[config.mk]
export PLATFORM = sky130hd
export DESIGN_NAME = lpwake_detect
export DESIGN_NICKNAME = d
export VERILOG_FILES = /design/src/rtl/lpwake_pkg.sv /design/src/rtl/lpwake_qual.sv /design/src/rtl/lpwake_status.sv /design/src/rtl/lpwake_detect.sv
export SDC_FILE = /design/constraint.sdc
export NUM_CORES = 1
export LEC_CHECK = 0
export BUFFER_PORTS_ARGS = -buffer_cell sky130_fd_sc_hd__buf_2
export CORE_ASPECT_RATIO = 0.9
export CORE_MARGIN = 8
export CORE_UTILIZATION = 30
export CTS_CLUSTER_SIZE = 30
export DETAILED_ROUTE_END_ITERATION = 8
export MAX_ROUTING_LAYER = met4
export PLACE_DENSITY = 0.52
export SETUP_SLACK_MARGIN = 0.15
export SLEW_MARGIN = 10
export SYNTH_ARGS = -nofsm -noshare
export SYNTH_HDL_FRONTEND = slang
export SYNTH_HIERARCHICAL = 1
export SYNTH_SLANG_ARGS = --single-unit
[constraint.sdc]
create_clock -name clk_i -period 4.74 [get_ports clk_i]
set_clock_uncertainty 0.1 [all_clocks]
set_input_delay 0.948 -clock clk_i [delete_from_list [all_inputs] [get_ports clk_i]]
set_output_delay 0.948 -clock clk_i [all_outputs]
set_load 0.03 [all_outputs]
[src/rtl/lpwake_pkg.sv]
package lpwake_pkg;

    typedef enum logic [1:0] {
        ST_OFF,
        ST_IDLE,
        ST_COUNT,
        ST_HOLD
    } qual_state_e;

    typedef enum logic [1:0] {
        EV_FALL,
        EV_RISE,
        EV_HIGH
    } ev_kind_e;

    localparam int NUM_SRC = 3;
    localparam int NUM_WK  = 2;

endpackage

[src/rtl/lpwake_qual.sv]
module lpwake_qual
    import lpwake_pkg::*;
#(
    parameter int       CNT_W = 16,
    parameter ev_kind_e KIND  = EV_FALL
) (
    input  logic             clk_i,
    input  logic             rst_ni,
    input  logic             en_i,
    input  logic             lvl_i,
    input  logic [CNT_W-1:0] dbnc_i,
    output logic             fire_o
);

    localparam logic ACT_LVL = (KIND == EV_FALL) ? 1'b0 : 1'b1;

    qual_state_e      state_q, state_d;
    logic [CNT_W-1:0] cnt_q, cnt_d;
    logic             prev_q, prev_d;
    logic             trig;

    always_comb begin
        unique case (KIND)
            EV_FALL: trig = prev_q & ~lvl_i;
            EV_RISE: trig = ~prev_q & lvl_i;
            default: trig = lvl_i;
        endcase
    end

    always_ff @(posedge clk_i or negedge rst_ni) begin
        if (!rst_ni) begin
            state_q <= ST_OFF;
            cnt_q   <= '0;
            prev_q  <= 1'b0;
        end else begin
            state_q <= state_d;
            cnt_q   <= cnt_d;
            prev_q  <= prev_d;
        end
    end

    always_comb begin
        state_d = state_q;
        cnt_d   = cnt_q;
        prev_d  = lvl_i;
        fire_o  = 1'b0;
        if (!en_i) begin
            state_d = ST_OFF;
            cnt_d   = '0;
            prev_d  = 1'b0;
        end else begin
            unique case (state_q)
                ST_OFF: begin
                    state_d = ST_IDLE;
                    cnt_d   = '0;
                end
                ST_IDLE: begin
                    if (trig) begin
                        state_d = ST_COUNT;
                        cnt_d   = '0;
                    end
                end
                ST_COUNT: begin
                    if (lvl_i != ACT_LVL) begin
                        state_d = ST_IDLE;
                        cnt_d   = '0;
                    end else if (cnt_q >= dbnc_i) begin
                        fire_o  = 1'b1;
                        state_d = ST_HOLD;
                        cnt_d   = '0;
                    end else begin
                        cnt_d = cnt_q + CNT_W'(1);
                    end
                end
                ST_HOLD: begin
                    if (lvl_i != ACT_LVL) begin
                        state_d = ST_IDLE;
                    end
                end
                default: state_d = ST_OFF;
            endcase
        end
    end

    assert_off_clears_R8: assert property (@(posedge clk_i) disable iff (!rst_ni)
        !en_i |=> (state_q == ST_OFF && cnt_q == '0))
        else $error("qualifier not cleared after disable");

    assert_bounce_restart_R5: assert property (@(posedge clk_i) disable iff (!rst_ni)
        (en_i && state_q == ST_COUNT && lvl_i != ACT_LVL) |=> (cnt_q == '0 && state_q != ST_HOLD))
        else $error("bounce did not restart debounce");

    assert_fire_active_R5: assert property (@(posedge clk_i) disable iff (!rst_ni)
        fire_o |-> (en_i && lvl_i == ACT_LVL && state_q == ST_COUNT))
        else $error("event fired outside a valid count");

endmodule

[src/rtl/lpwake_status.sv]
module lpwake_status
    import lpwake_pkg::*;
(
    input  logic               clk_i,
    input  logic               rst_ni,
    input  logic               en_i,
    input  logic [NUM_SRC-1:0] fire_i,
    input  logic               irq_i,
    input  logic               lp_clr_i,
    input  logic [NUM_WK-1:0]  wk_clr_i,
    output logic               lp_status_o,
    output logic [NUM_WK-1:0]  wk_status_o
);

    logic              ev_set;
    logic [NUM_WK-1:0] wk_set;

    assign ev_set = en_i & (|fire_i);
    assign wk_set = {en_i & irq_i, ev_set};

    always_ff @(posedge clk_i or negedge rst_ni) begin
        if (!rst_ni) begin
            lp_status_o <= 1'b0;
            wk_status_o <= '0;
        end else begin
            lp_status_o <= (lp_status_o & ~lp_clr_i) | ev_set;
            wk_status_o <= (wk_status_o & ~wk_clr_i) | wk_set;
        end
    end

    assert_hold_when_off_R8: assert property (@(posedge clk_i) disable iff (!rst_ni)
        (!en_i && !lp_clr_i && wk_clr_i == '0) |=>
            (lp_status_o == $past(lp_status_o) && wk_status_o == $past(wk_status_o)))
        else $error("status changed while disabled");

    assert_set_wins_R10: assert property (@(posedge clk_i) disable iff (!rst_ni)
        (en_i && |fire_i) |=> (lp_status_o && wk_status_o[0]))
        else $error("accepted event did not set status");

    assert_irq_only_wk_R9: assert property (@(posedge clk_i) disable iff (!rst_ni)
        (!ev_set && !lp_clr_i) |=> (lp_status_o == $past(lp_status_o)))
        else $error("low-power status changed without an event");

endmodule

[src/rtl/lpwake_detect.sv]
module lpwake_detect
    import lpwake_pkg::*;
#(
    parameter int CNT_W = 16
) (
    input  logic             clk_i,
    input  logic             rst_ni,
    input  logic             lp_en_i,
    input  logic             pwrb_i,
    input  logic             lid_i,
    input  logic             ac_i,
    input  logic [CNT_W-1:0] pwrb_dbnc_i,
    input  logic [CNT_W-1:0] lid_dbnc_i,
    input  logic [CNT_W-1:0] ac_dbnc_i,
    input  logic             irq_pend_i,
    input  logic             lp_clr_i,
    input  logic [1:0]       wk_clr_i,
    output logic             lp_status_o,
    output logic [1:0]       wk_status_o,
    output logic             wake_req_o
);

    logic [NUM_SRC-1:0] src_lvl;
    logic [NUM_SRC-1:0] src_fire;
    logic [CNT_W-1:0]   src_dbnc [NUM_SRC];

    assign src_lvl     = {ac_i, lid_i, pwrb_i};
    assign src_dbnc[0] = pwrb_dbnc_i;
    assign src_dbnc[1] = lid_dbnc_i;
    assign src_dbnc[2] = ac_dbnc_i;

    for (genvar gi = 0; gi < NUM_SRC; gi++) begin : g_src
        localparam ev_kind_e K = (gi == 0) ? EV_FALL : ((gi == 1) ? EV_RISE : EV_HIGH);
        lpwake_qual #(
            .CNT_W (CNT_W),
            .KIND  (K)
        ) u_qual (
            .clk_i  (clk_i),
            .rst_ni (rst_ni),
            .en_i   (lp_en_i),
            .lvl_i  (src_lvl[gi]),
            .dbnc_i (src_dbnc[gi]),
            .fire_o (src_fire[gi])
        );
    end

    lpwake_status u_status (
        .clk_i       (clk_i),
        .rst_ni      (rst_ni),
        .en_i        (lp_en_i),
        .fire_i      (src_fire),
        .irq_i       (irq_pend_i),
        .lp_clr_i    (lp_clr_i),
        .wk_clr_i    (wk_clr_i),
        .lp_status_o (lp_status_o),
        .wk_status_o (wk_status_o)
    );

    assign wake_req_o = |wk_status_o;

    assert_req_tracks_R11: assert property (@(posedge clk_i) disable iff (!rst_ni)
        $fell(wake_req_o) |-> $past(wk_clr_i != 2'b00))
        else $error("wake request dropped without a clear");

endmodule

Yosys cells after proc, flatten, opt, wreduce, memory -nomap -nowiden
Index checks and enable logic that the tools add are counted.
- add/sub/neg operators: 3
- $lt $le $gt $ge: 3
- eq/ne operators: 21
- multiplexer cells: 47
- bitwise logic cells: 12
- reduce and logical (&&, ||, !) cells: 11
- operator list (operator ; count):
    16-bit 2-to-1 mux ; 12
    16-bit one-hot mux with 3 select lines ; 3
    16-bit by 1-bit adder with 16-bit output (second input constant) ; 3
    16-bit greater-or-equal comparator ; 3
    2-bit 2-to-1 mux ; 15
    2-bit one-hot mux with 4 select lines ; 3
    1-bit 2-to-1 mux ; 14
    2-bit == test (second input constant) ; 6
    3-bit inequality test (second input constant) ; 4
    4-bit by 1-bit inequality test with 1-bit output (second input constant) ; 3
    4-bit by 3-bit inequality test with 1-bit output (second input constant) ; 3
    3-bit AND reduction ; 3
    2-bit by 1-bit == test with 1-bit output (second input constant) ; 3
    2-bit zero test ; 3
    3-bit by 2-bit inequality test with 1-bit output (second input constant) ; 2
    2-bit AND reduction ; 3
    1-bit bitwise AND ; 5
    1-bit inverter ; 3
    3-bit OR reduction ; 1
    2-bit bitwise AND ; 1
    2-bit inverter ; 1
    2-bit OR ; 1
    2-bit OR reduction ; 1
    1-bit OR ; 1
- bits in registers: 59
- bits of input ports: 58

Logic depth before layout (Yosys ltp)
Gate-level depths: netlist of the first run.
- depth in word-level cells: 8
- gate-level depth with buffers: 9
- mapped depth without buffers: 9

By module
The synthesis of the first run kept the hierarchy.
- modules (own cells, without submodules) (module ; instances ; cells each ; area each (um^2) ; sequential area each (um^2)):
    lpwake_qual (g_src[0].u_qual) ; 1 ; 171 ; 1517.7 ; 475.5
    lpwake_qual (g_src[2].u_qual) ; 1 ; 166 ; 1463.9 ; 450.4
    lpwake_qual (g_src[1].u_qual) ; 1 ; 162 ; 1458.9 ; 475.5
    lpwake_status ; 1 ; 11 ; 117.6 ; 75.1
    lpwake_detect ; 1 ; 1 ; 6.3 ; 0.0

Worst setup path after synthesis of the first run
Ideal clock, no wire load.
- path kind: input to register
- from: input port lid_dbnc_i[15]
- to: register g_src[1].u_qual.cnt_q[0]
- library setup time: 0.125 ns
- data arrival time: 2.809 ns
- data required time: 4.515 ns
- setup slack: 1.706 ns
- stages on the path: 8
- path buffers: 0
- cell sequence: inv_1 ha_1 nand4_1 or3_1 or4_4 nand3_4 nor2_4 mux2_4
- cells in the longest elaborated chain, start to end: 5
- ends and longest elaborated chain (item ; RTL line ; text):
    start, declared ; lpwake_detect.sv:13 ; input logic [CNT_W-1:0] lid_dbnc_i,
    16-bit greater-or-equal comparator ; lpwake_qual.sv:67 ; end else if (cnt_q >= dbnc_i) begin
    16-bit 2-to-1 mux ; lpwake_qual.sv:67 ;
    16-bit 2-to-1 mux ; lpwake_qual.sv:64 ; if (lvl_i != ACT_LVL) begin
    16-bit one-hot mux with 3 select lines ; lpwake_qual.sv:52 ; unique case (state_q)
    16-bit 2-to-1 mux ; lpwake_qual.sv:47 ; if (!en_i) begin
    end signal, assigned ; lpwake_qual.sv:37 ; cnt_q <= cnt_d;
    end, declared ; lpwake_qual.sv:18 ; logic [CNT_W-1:0] cnt_q, cnt_d;
Every way passes these cells.
A chain may end at the register's enable or synchronous reset.

Worst setup path after layout of the first run
- from: input port pwrb_dbnc_i[14]
- to: register g_src[0].u_qual.cnt_q[6]
- cells in the longest elaborated chain, start to end: 5
- ends and longest elaborated chain (item ; RTL line ; text):
    start, declared ; lpwake_detect.sv:12 ; input logic [CNT_W-1:0] pwrb_dbnc_i,
    16-bit greater-or-equal comparator ; lpwake_qual.sv:67 ;
    16-bit 2-to-1 mux ; lpwake_qual.sv:67 ;
    16-bit 2-to-1 mux ; lpwake_qual.sv:64 ;
    16-bit one-hot mux with 3 select lines ; lpwake_qual.sv:52 ;
    16-bit 2-to-1 mux ; lpwake_qual.sv:47 ;
    end signal, assigned ; lpwake_qual.sv:37 ;
    end, declared ; lpwake_qual.sv:18 ;
Every way passes these cells.

==> impl_metrics.tcl, run 1 <==
set metrics [dict create \
    syn-cell-area_sq_um 4560 \
    power.ir.vdd_worst_v 0.000147 \
    yosysTopAreaCellShare_pct 32.3 \
    simple_logic_cell_fraction_of_the_synthesized_area_pct 23.9 \
    setup_repair_after_global_routing_missed_its_margin "no" \
    dp_hpwl_um 8420 \
    drive_gt1_share_pct 18.0 \
    drc_violation_count_after_routing 0 \
    power_density_nw_per_um2 277 \
    diodes 0 \
    pre_cts_ws_ns 1.47 \
    cts_made_buffers 9 \
    grt_pass1_vias 3998 \
    tritoncts "yes" \
    yosys-top-cells-area "dfrtp_1 (32%), ha_1 (17%), inv_1 (5.5%), nor2_1 (3.6%), nand2_1 (3.5%)" \
    mappedNetlistNets 632 \
    ant_nets 0 \
    crit_cells 9 \
    clkSinkCount 59 \
    first_iter_violations 221 \
    maxClockFrequency_ghz 0.339 \
    cts_resized 0 \
    post_drt_wl_per_cell_um 13.9 \
    synthAdderAreaFrac_pct 17.3 \
    footprint_of_the_multi_input_gates_sq_um 2800 \
    postCtsSetupRepairBufs 0 \
    synth_xor_xnor_area_share_pct 4.80 \
    synth_top_flop_cell "dfrtp_1" \
    critical_path_class "primary input to register" \
    post_cts_hold_buffer_count 0 \
    critical_path.cell_chain "buf_2 > inv_1 > ha_1 > nand4_1 > nor3_1 > nor4b_2 > nor3_1 > nor2_1 > nor2_1" \
    design.portCount 62 \
    rr_worst_depth 7 \
    row_count 42 \
    ys.warnings.count 6 \
    power_switching_share_pct 28.4 \
    synth.avg_cell_area_sq_um 8.93 \
    worst-path-max-fanout 7 \
    finalWirelength_um 10900 \
    setup_viol_count_final 0 \
    cap_viol_max_count 0 \
    synth-compound-area-share_pct 14.6 \
    power.share.clock_pct 45.7 \
    end_kind "register" \
    track_usage_pct 12.3 \
    grt-ovfl-total 0 \
    cp_slowest_cell "nor2_1" \
    cts-htree-levels 3 \
    finalHoldViolCount 0 \
    clk_root_buffer_cell "clkbuf_16" \
    die_y_extent_um 133 \
    final.min_clock_period_ns 2.95 \
    synth_top_family_by_area "simple AND/OR/NAND/NOR gates" \
    worst_pin_slew_ns 0.821 \
    area.growth.synth_to_final_pct 18.4 \
    clock_insertion_delay_worst_skew_ns 0.33 \
    first_pass_grt_wire_length_um 19200 \
    final_critical_path_setup_slack_ns 1.79 \
    core-area_sq_um 14800 \
    worst_path_largest_cell_delay_ns 0.43 \
    async_reset_ff_share_pct 100 \
    gp_congestion 0.832 \
    report.final.slew_viol_count 0 \
    req_time_crit_path_ns 4.83 \
    grt_max_degree 34 \
    detail_route.first_pass.iterations 4 \
    hold_path_class "register to register" \
    seq_area_sq_um 1480 \
    synth_seq_cells 59 \
    critPathTopFamily "simple AND/OR/NAND/NOR gates" \
    max_slew_margin_pct 44.8 \
    post-synth-top-area-cell "dfrtp_1" \
    n_fill_cell 1548 \
    antenna_found_initial 0 \
    synth_cells 511 \
    whs_path_depth 1 \
    initial_core_util_pct 30.8 \
    synth-seq-area-share_pct 32.3 \
    sequentialPowerShare_pct 35.6 \
    switching_power_summed_over_all_nets_uw 425 \
    die-width_um 146 \
    setup.worst_path.start_class "primary input" \
    clock_tree.buffer_depth 2 \
    leak_pwr_uw 0.00261 \
    yosys.cell_types.count 64 \
    comb_power_share_pct 18.7 \
    number_of_buffer_and_inverter_instances_along_the_worst_setup_path 2 \
    via_per_inst 4.86 \
    nets 700 \
    clkSlewWorstSetupHoldPaths_ns 0.05 \
    finalSetupTns_ns 0 \
    number_of_synthesized_flops_with_an_enable_pin 0 \
    fp.dieArea_sq_um 19400 \
    portion_of_the_clock_cycle_consumed_by_the_worst_path_in_the_final_layout_pct 62.3 \
    arrival_ns 3.04 \
    vias 3801 \
    io_buffers 61 \
    outcome "finished, final reports clean" \
    synthMuxAreaShare_pct 0.768 \
    power_report.internal_total_uw 1070 \
]
==> metal layers <==
layer,track usage [%],vias up,part of all wire (%)
met5,-,-,0
met2,19.7,63,47
li1,-,1929,-
met3,2.76,22,3.5
met1,14.7,1787,47
met4,4.97,0,1.9
==> final cells by class <==
class / instances / area share (%)
Tap cell: 198 / 4.59
Clock inverter: 4 / 0.880
Clock buffer: 12 / 4.93
Sequential cell: 59 / 27.3
Multi-Input combinational cell: 380 / 51.8
Inverter: 67 / 4.65
Timing Repair Buffer: 62 / 5.79
==> metrics by stage <==
stage	power [uW]	area (sq um)	util, %	cells	hold slack [ns]
finish	1490	5400	36.5	782	0.407
global route	1580	5400	36.5	782	0.429
CTS	1520	5400	36.5	782	0.412
detailed placement	824	5090	34.3	766	0.405
global placement	809	5090	34.3	766	0.400
floorplan	731	4560	-	511	0.376
==> path summary, 6_finish.rpt <==
path,startpoint,endpoint,slack [ns]
hold reg to reg,g_src[0].u_qual/cnt_q[14]$_DFFE_PN0P_,g_src[0].u_qual/cnt_q[14]$_DFFE_PN0P_,0.41
setup / recovery,pwrb_dbnc_i[14],g_src[0].u_qual/cnt_q[6]$_DFFE_PN0P_,1.79
max in group asynchronous,rst_ni,g_src[0].u_qual/state_q[0]$_DFFE_PN0P_,3.09
min in group asynchronous,rst_ni,g_src[0].u_qual/cnt_q[7]$_DFFE_PN0P_,0.55
setup reg to reg,g_src[0].u_qual/cnt_q[13]$_DFFE_PN0P_,g_src[0].u_qual/cnt_q[6]$_DFFE_PN0P_,2.06
hold / removal,g_src[0].u_qual/cnt_q[14]$_DFFE_PN0P_,g_src[0].u_qual/cnt_q[14]$_DFFE_PN0P_,0.41
==> synthesized netlist by cell type, types with 2 or more instances <==
cell type	instances
and4_1	4
nor2_1	44
mux2i_1	2
nor4b_2	2
a2111oi_4	2
nor4b_1	2
nand2b_1	3
and2b_2	2
o21a_1	6
nand3_1	14
a22o_1	6
buf_2	2
xor2_1	8
or3_4	2
a21o_1	5
or3b_1	2
nor3_1	16
o21ai_1	5
nand4_1	15
nand2b_4	2
a21boi_0	2
and3_1	11
ha_1	63
xnor2_1	17
a21oi_1	24
nor4_1	8
a31oi_1	3
inv_1	67
buf_6	2
nand2_1	42
and2_1	5
nor2b_1	4
a32o_1	2
dfrtp_1	59
or3_1	6
o21ai_2	4
o21ai_0	21
==> cell families after synthesis <==
logic type                 after synthesis
adders and majority gates               63
AOI/OAI and AO/OA                       93
and+or+nand+nor                        196
buffers and inverters                   72
DFF                                     59
xor gates and xnor gates                25
muxes                                    3
==> power groups by stage <==
stage | Sequential, uW | Clock [uW] | Combinational (uW)
after floorplan | 539 | 0 | 191
after global placement | 540 | 0 | 269
after detailed placement | 541 | 0 | 283
after CTS | 533 | 703 | 284
after global routing | 535 | 724 | 319
final | 533 | 683 | 280
==> worst reg2reg max path, stage by stage, from the launching register on <==
cell and delay (ns):
dfrtp_1 0.43, ha_1 0.32, nand4_1 0.19, nor3_1 0.35, nor4b_2 0.41, nor3_1 0.19
nor2_1 0.43, nor2_1 0.11
==> state kept, by name, summed over array words and instances (netlist names) <==
name                  flops
u_status/wk_status_o      2
u_status/lp_status_o      1
g_src.u_qual/prev_q       2
g_src.u_qual/state_q      6
g_src.u_qual/cnt_q       48
==> layout by cell type, fill, tap and decap left out, types with 2 or more instances in the layout <==
master	instances
or3_1	6
o21a_1	6
nand3_1	14
ha_1	63
clkinv_2	2
clkbuf_8	3
nor4b_2	2
nor4b_1	2
mux2i_1	2
nor2_1	44
and3_1	11
a32o_1	2
o21ai_1	5
or3b_1	2
a21boi_0	2
nand2b_4	2
and2b_2	2
and4_1	4
a22o_1	6
xor2_1	8
nand2b_1	3
clkbuf_16	9
a21oi_1	24
nand2_1	42
nor3_1	16
o21ai_0	21
dfrtp_1	59
nor4_1	8
nor2b_1	4
or3_4	2
a2111oi_4	2
xnor2_1	17
a21o_1	5
buf_2	61
and2_1	5
inv_1	67
o21ai_2	4
a31oi_1	3
nand4_1	15
(Power assumes the default switching activity.)
==> inputs of run 2 (changes only) <==
- clock period: 4.74 -> 2.8 ns (I/O delays scaled with it)
==> run 2 against run 1 <==
First-iteration DRC count fell by 24%. Sequential share of layout area fell by 0.97 points. Critical endpoint is now g_src[1].u_qual/cnt_q[0]$_DFFE_PN0P_. Critical path type is now register to register. Die area did not move. Largest cell class unchanged. Global-route usage fell by 0.38 points. Clock-buffer cell count rose by 1. Combinational power rose by 89%. Core utilization rose by 1.4 points. Highest routed layer unchanged.
==> impl_metrics.tcl, run 2 (synthesis results as in run 1) <==
set metrics [dict create \
    max_flop_register "g_src.u_qual/cnt_q" \
    nets 726 \
    portion_of_the_clock_cycle_consumed_by_the_worst_path_in_the_final_layout_pct 91.4 \
    grt_pass1_vias 4064 \
    final_critical_path_setup_slack_ns 0.240 \
    core-area_sq_um 14800 \
    most-common-layout-cells "inv_1 (67), ha_1 (62), buf_2 (61)" \
    first_pass_grt_wire_length_um 18900 \
    placed_area_sq_um 5260 \
    antenna_found_initial 0 \
    post_cts_hold_buffer_count 0 \
    final_area_sq_um 5610 \
    finalSetupTns_ns 0 \
    die-width_um 146 \
    grt-ovfl-total 0 \
    cts-htree-levels 3 \
    cts_made_buffers 9 \
    fp.dieArea_sq_um 19400 \
    clkSlewWorstSetupHoldPaths_ns 0.05 \
    clk_root_buffer_cell "clkbuf_16" \
    finalWirelength_um 10900 \
    rr_worst_depth 7 \
    worst-path-max-fanout 8 \
    power.ir.vdd_worst_v 0.000284 \
    gp_congestion 0.834 \
    detail_route.first_pass.iterations 4 \
    ant_nets 0 \
    r2r_slack_ns 0.24 \
    grt_max_degree 34 \
    vias 3879 \
    diodes 0 \
    power_density_nw_per_um2 428 \
    final.min_clock_period_ns 2.56 \
    dp_hpwl_um 8510 \
    req_time_crit_path_ns 2.91 \
    post_drt_wl_per_cell_um 13.5 \
    final_common_cell "inv_1" \
    worst_path_largest_cell_delay_ns 0.54 \
    initial_core_util_pct 30.8 \
    worst_pin_slew_ns 0.686 \
    arrival_ns 2.67 \
    first_iter_violations 169 \
    drive_gt1_share_pct 21.6 \
    setup.worst_path.start_class "register" \
    largest_registers "g_src.u_qual/cnt_q (48), g_src.u_qual/state_q (6)" \
    design.portCount 62 \
    max_slew_margin_pct 54.2 \
    hold_path_class "primary input to asynchronous set/reset pin" \
    critical_path_class "register to register" \
    maxClockFrequency_ghz 0.391 \
    finalHoldViolCount 0 \
    drc_violation_count_after_routing 0 \
    clock_tree.buffer_depth 2 \
    clock_insertion_delay_worst_skew_ns 0.32 \
    row_count 42 \
    leak_pwr_uw 0.00272 \
    die_y_extent_um 133 \
    setup_repair_after_global_routing_missed_its_margin "yes" \
    setup_viol_count_final 0 \
    cap_viol_max_count 0 \
    totalPowerFinal_uw 2400 \
    track_usage_pct 11.9 \
    flip_flop_count_of_the_largest_register_all_copies_and_words_added 48 \
    clkSinkCount 59 \
    tritoncts "yes" \
    io_buffers 61 \
    cp_slowest_cell "or4_4" \
    critical_path.cell_chain "ha_1 > nand4_1 > or3_4 > or4_4 > nand3_4 > nor2_4 > mux2_4" \
    end_kind "register" \
    report.final.slew_viol_count 0 \
    pre_cts_ws_ns -0.0908 \
    via_per_inst 4.80 \
    outcome "finished, final reports clean" \
    area.growth.synth_to_final_pct 22.8 \
]
## run 2: cell count changes in the layout (fill, tap and decap cells not counted), moves of 2 or more
cell and delta:
or3_4 +2, clkbuf_8 -3, buf_12 +2, clkbuf_1 +4, buf_4 +22, or3_1 -2
## run 2: power by group
| part | internal (uW) | switching, uW |
|---|---|---|
| Combinational | 219 | 309 |
| Sequential | 878 | 20.9 |
| Clock | 595 | 377 |
| Total | 1690 | 707 |
## run 2: critical path: cells and delay by family (launching register included)
family        cells  cell delay (ns)
mux               1             0.26
simple gates      5             1.39
fa+ha+maj         1             0.30
flops             1             0.40
## run 2: repair_timing
item | 4_1_cts | 5_1_grt
setup endpoints to repair | 0 | 35
gates resized for setup | 0 | 8
buffers inserted | 0 | 5
## run 2: path summary, 6_finish.rpt
kind | startpoint | endpoint
setup / recovery | g_src[1].u_qual/cnt_q[14]$_DFFE_PN0P_ | g_src[1].u_qual/cnt_q[0]$_DFFE_PN0P_
hold / removal | rst_ni | g_src[0].u_qual/cnt_q[7]$_DFFE_PN0P_
setup reg to reg | g_src[1].u_qual/cnt_q[14]$_DFFE_PN0P_ | g_src[1].u_qual/cnt_q[0]$_DFFE_PN0P_
hold reg to reg | g_src[0].u_qual/cnt_q[14]$_DFFE_PN0P_ | g_src[0].u_qual/cnt_q[14]$_DFFE_PN0P_
max in group asynchronous | rst_ni | g_src[2].u_qual/cnt_q[13]$_DFFE_PN0P_
min in group clk_i | lp_clr_i | u_status/lp_status_o$_DFF_PN0_
## run 2: area by class of cell
type	instances	area [sq um]
repair buffers	87	523
flip-flops and latches	59	1480
well taps	198	248
clock inverters	3	15.0
inverters	67	251
fillers	1524	9210
multi-input cells	381	2850
clock buffers	13	240
## run 2: per-stage QoR
step	std cells	hold WS, ns	utilization [%]
2_1_floorplan	511	0.164	-
3_3_place_gp	786	0.407	35.5
3_5_place_dp	786	0.407	35.5
4_1_cts	802	0.208	37.2
5_1_grt	808	0.221	37.8
6_report	808	0.176	37.8
## run 2: per-layer routing
| metal | GRT usage [%] | wire, um | vias up |
|---|---|---|---|
| li1 | - | - | 1992 |
| met1 | 14.6 | 5410 | 1822 |
| met2 | 19.2 | 5120 | 54 |
| met3 | 2.28 | 252 | 11 |
| met4 | 4.12 | 127 | 0 |
| met5 | - | 0 | - |
==> inputs of run 3 (changes only) <==
- PLACE_DENSITY: 0.52 -> 0.54
- clock period: 2.8 -> 2.1 ns (I/O delays scaled with it)
==> run 3 against run 2 <==
The flow now finishes with violations (hold timing, setup timing). Via count grew 9.8%. Routed wire length grew 14%. Sequential cell count is the same. Clock power grew 36%. Critical path type unchanged. Largest power group unchanged. Highest routed layer unchanged.
==> impl_metrics.tcl, run 3 (synthesis results as in run 1) <==
set metrics [dict create \
    use_met1_pct 16.8 \
    gp_congestion 0.857 \
    clkSinkCount 59 \
    portion_of_the_clock_cycle_consumed_by_the_worst_path_in_the_final_layout_pct 114 \
    grt_max_degree 60 \
    hold_path_class "primary input to asynchronous set/reset pin" \
    clock_insertion_delay_worst_skew_ns 0.33 \
    leak_pwr_uw 0.00316 \
    post_cts_hold_buffer_count 0 \
    final_area_sq_um 6700 \
    drive_gt1_share_pct 40.8 \
    initial_core_util_pct 30.8 \
    final_critical_path_setup_slack_ns -0.287 \
    final.hold.worst_slack_ns -0.00789 \
    violated_checks "hold timing, setup timing" \
    die_y_extent_um 133 \
    req_time_crit_path_ns 2.27 \
    most-common-layout-cells "buf_4 (96), buf_2 (61), dfrtp_1 (59)" \
    dp_cells 858 \
    outcome "finished, violations left" \
    core-area_sq_um 14800 \
    cts_made_buffers 9 \
    diodes 0 \
    worst_path_largest_cell_delay_ns 0.45 \
    critical_path.cell_chain "ha_4 > nand4_1 > nor3_2 > a211o_1 > or3_4 > buf_4 > nor4b_4 > a21o_1" \
    largest_registers "g_src.u_qual/cnt_q (48), g_src.u_qual/state_q (6)" \
    layout.cells.non_filler 887 \
    grt_pass1_vias 4527 \
    grtUsageMet2_pct 22.0 \
    drc_violation_count_after_routing 0 \
    first_iter_violations 162 \
    die-width_um 146 \
    post_drt_wl_per_cell_um 14.0 \
    fp.dieArea_sq_um 19400 \
    ant_nets 0 \
    cap_viol_max_count 0 \
    power_density_nw_per_um2 519 \
    setup_viol_count_final 56 \
    nets 806 \
    flip_flop_count_of_the_largest_register_all_copies_and_words_added 48 \
    power.ir.vdd_worst_v 0.000359 \
    max_slew_margin_pct 63.9 \
    clk_root_buffer_cell "clkbuf_16" \
    antenna_found_initial 0 \
    setup.worst_path.start_class "register" \
    busiest_layer "met2" \
    dp_hpwl_um 9380 \
    number_of_buffer_and_inverter_instances_along_the_worst_setup_path 1 \
    report.final.slew_viol_count 0 \
    detail_route.first_pass.iterations 7 \
    worst-path-max-fanout 6 \
    first_pass_grt_wire_length_um 21300 \
    track_usage_pct 13.7 \
    finalHoldViolCount 18 \
    cp_slowest_cell "or3_4" \
    tritoncts "yes" \
    critPathTopFamily "simple AND/OR/NAND/NOR gates" \
    area.growth.synth_to_final_pct 46.8 \
    clock_tree.buffer_depth 2 \
    clkSlewWorstSetupHoldPaths_ns 0.05 \
    row_count 42 \
    via_per_inst 4.80 \
    placed_area_sq_um 6000 \
    final.min_clock_period_ns 2.39 \
    finalWirelength_um 12400 \
    design.portCount 62 \
    io_buffers 61 \
    arrival_ns 2.55 \
    end_kind "register" \
    cts-htree-levels 3 \
    setup_repair_after_global_routing_missed_its_margin "yes" \
    vias 4258 \
    max_flop_register "g_src.u_qual/cnt_q" \
    globalRouteMet3Util_pct 2.79 \
    worst_pin_slew_ns 0.535 \
    final_common_cell "buf_4" \
    grt-ovfl-total 0 \
    critical_path_class "register to register" \
    maxClockFrequency_ghz 0.419 \
]
==> run 3: changes by cell type in the layout (fill, tap and decap cells not counted), moves of 7 or more <==
cell	delta
a21oi_1	-9
a21oi_2	+8
buf_4	+73
ha_1	-14
ha_4	+14
inv_1	-10
inv_2	+7
nor2_1	-18
nor2_2	+12
o21ai_0	-10
==> run 3: area by class of cell <==
| class | count | area, sq um |
|---|---|---|
| fillers | 1484 | 8120 |
| multi-input cells | 383 | 3310 |
| flip-flops and latches | 59 | 1480 |
| repair buffers | 165 | 1140 |
| inverters | 67 | 264 |
| well taps | 198 | 248 |
| clock buffers | 12 | 246 |
| clock inverters | 3 | 15.0 |
==> run 3: final timing paths <==
check	startpoint	depth (start not counted)	slack, ns	to
min reg2reg	u_status/lp_status_o$_DFF_PN0_	2	0.43	u_status/lp_status_o$_DFF_PN0_
min	rst_ni	2	-0.008	g_src[0].u_qual/cnt_q[10]$_DFFE_PN0P_
max	g_src[0].u_qual/cnt_q[14]$_DFFE_PN0P_	8	-0.29	g_src[0].u_qual/cnt_q[12]$_DFFE_PN0P_
max reg2reg	g_src[0].u_qual/cnt_q[14]$_DFFE_PN0P_	8	-0.29	g_src[0].u_qual/cnt_q[12]$_DFFE_PN0P_
max in group asynchronous	rst_ni	2	1.63	g_src[2].u_qual/cnt_q[11]$_DFFE_PN0P_
min in group clk_i	lp_clr_i	2	0.15	u_status/lp_status_o$_DFF_PN0_
==> run 3: what timing repair did <==
action,CTS,global route
endpoints found under the setup margin,56,56
gates cloned,3,0
resized for setup,46,26
buffers inserted,7,4
pin swaps,28,13
==> run 3: worst reg2reg max path: cells and delay by family (launching register included) <==
family          cells  cell delay, ns
compound gates      2            0.44
buf+inv             1            0.17
fa+ha+maj           1            0.24
simple gates        4            0.97
flops               1            0.41
==> run 3: per-layer routing <==
layer	vias to the layer above	share of wire (%)
li1	2145	-
met1	1996	47
met2	102	47
met3	15	3.7
met4	0	1.8
met5	-	0
==> run 3: metrics by stage <==
| step | power (uW) | util [%] | worst slack (ns) | hold WS [ns] | TNS (ns) |
|---|---|---|---|---|---|
| 3_5_place_dp | 2040 | 40.5 | -0.541 | 0.363 | -22.98 |
| 6_report | 3480 | 45.2 | -0.287 | -0.00789 | -9.96 |
| 3_3_place_gp | 2020 | 40.5 | -0.452 | 0.354 | -20.18 |
| 4_1_cts | 3470 | 44.4 | -0.284 | 0.0101 | -10.08 |
| 2_1_floorplan | 1680 | - | -0.198 | 0.0244 | -5.12 |
| 5_1_grt | 3680 | 45.2 | -0.380 | 0.0289 | -15.94 |
==> run 3: power breakdown <==
group / leakage, uW / internal (uW) / switching (uW)
registers: 0.000815 / 1170 / 21.7
logic: 0.00222 / 429 / 538
clock network: 0.000132 / 817 / 504
total: 0.00316 / 2420 / 1060
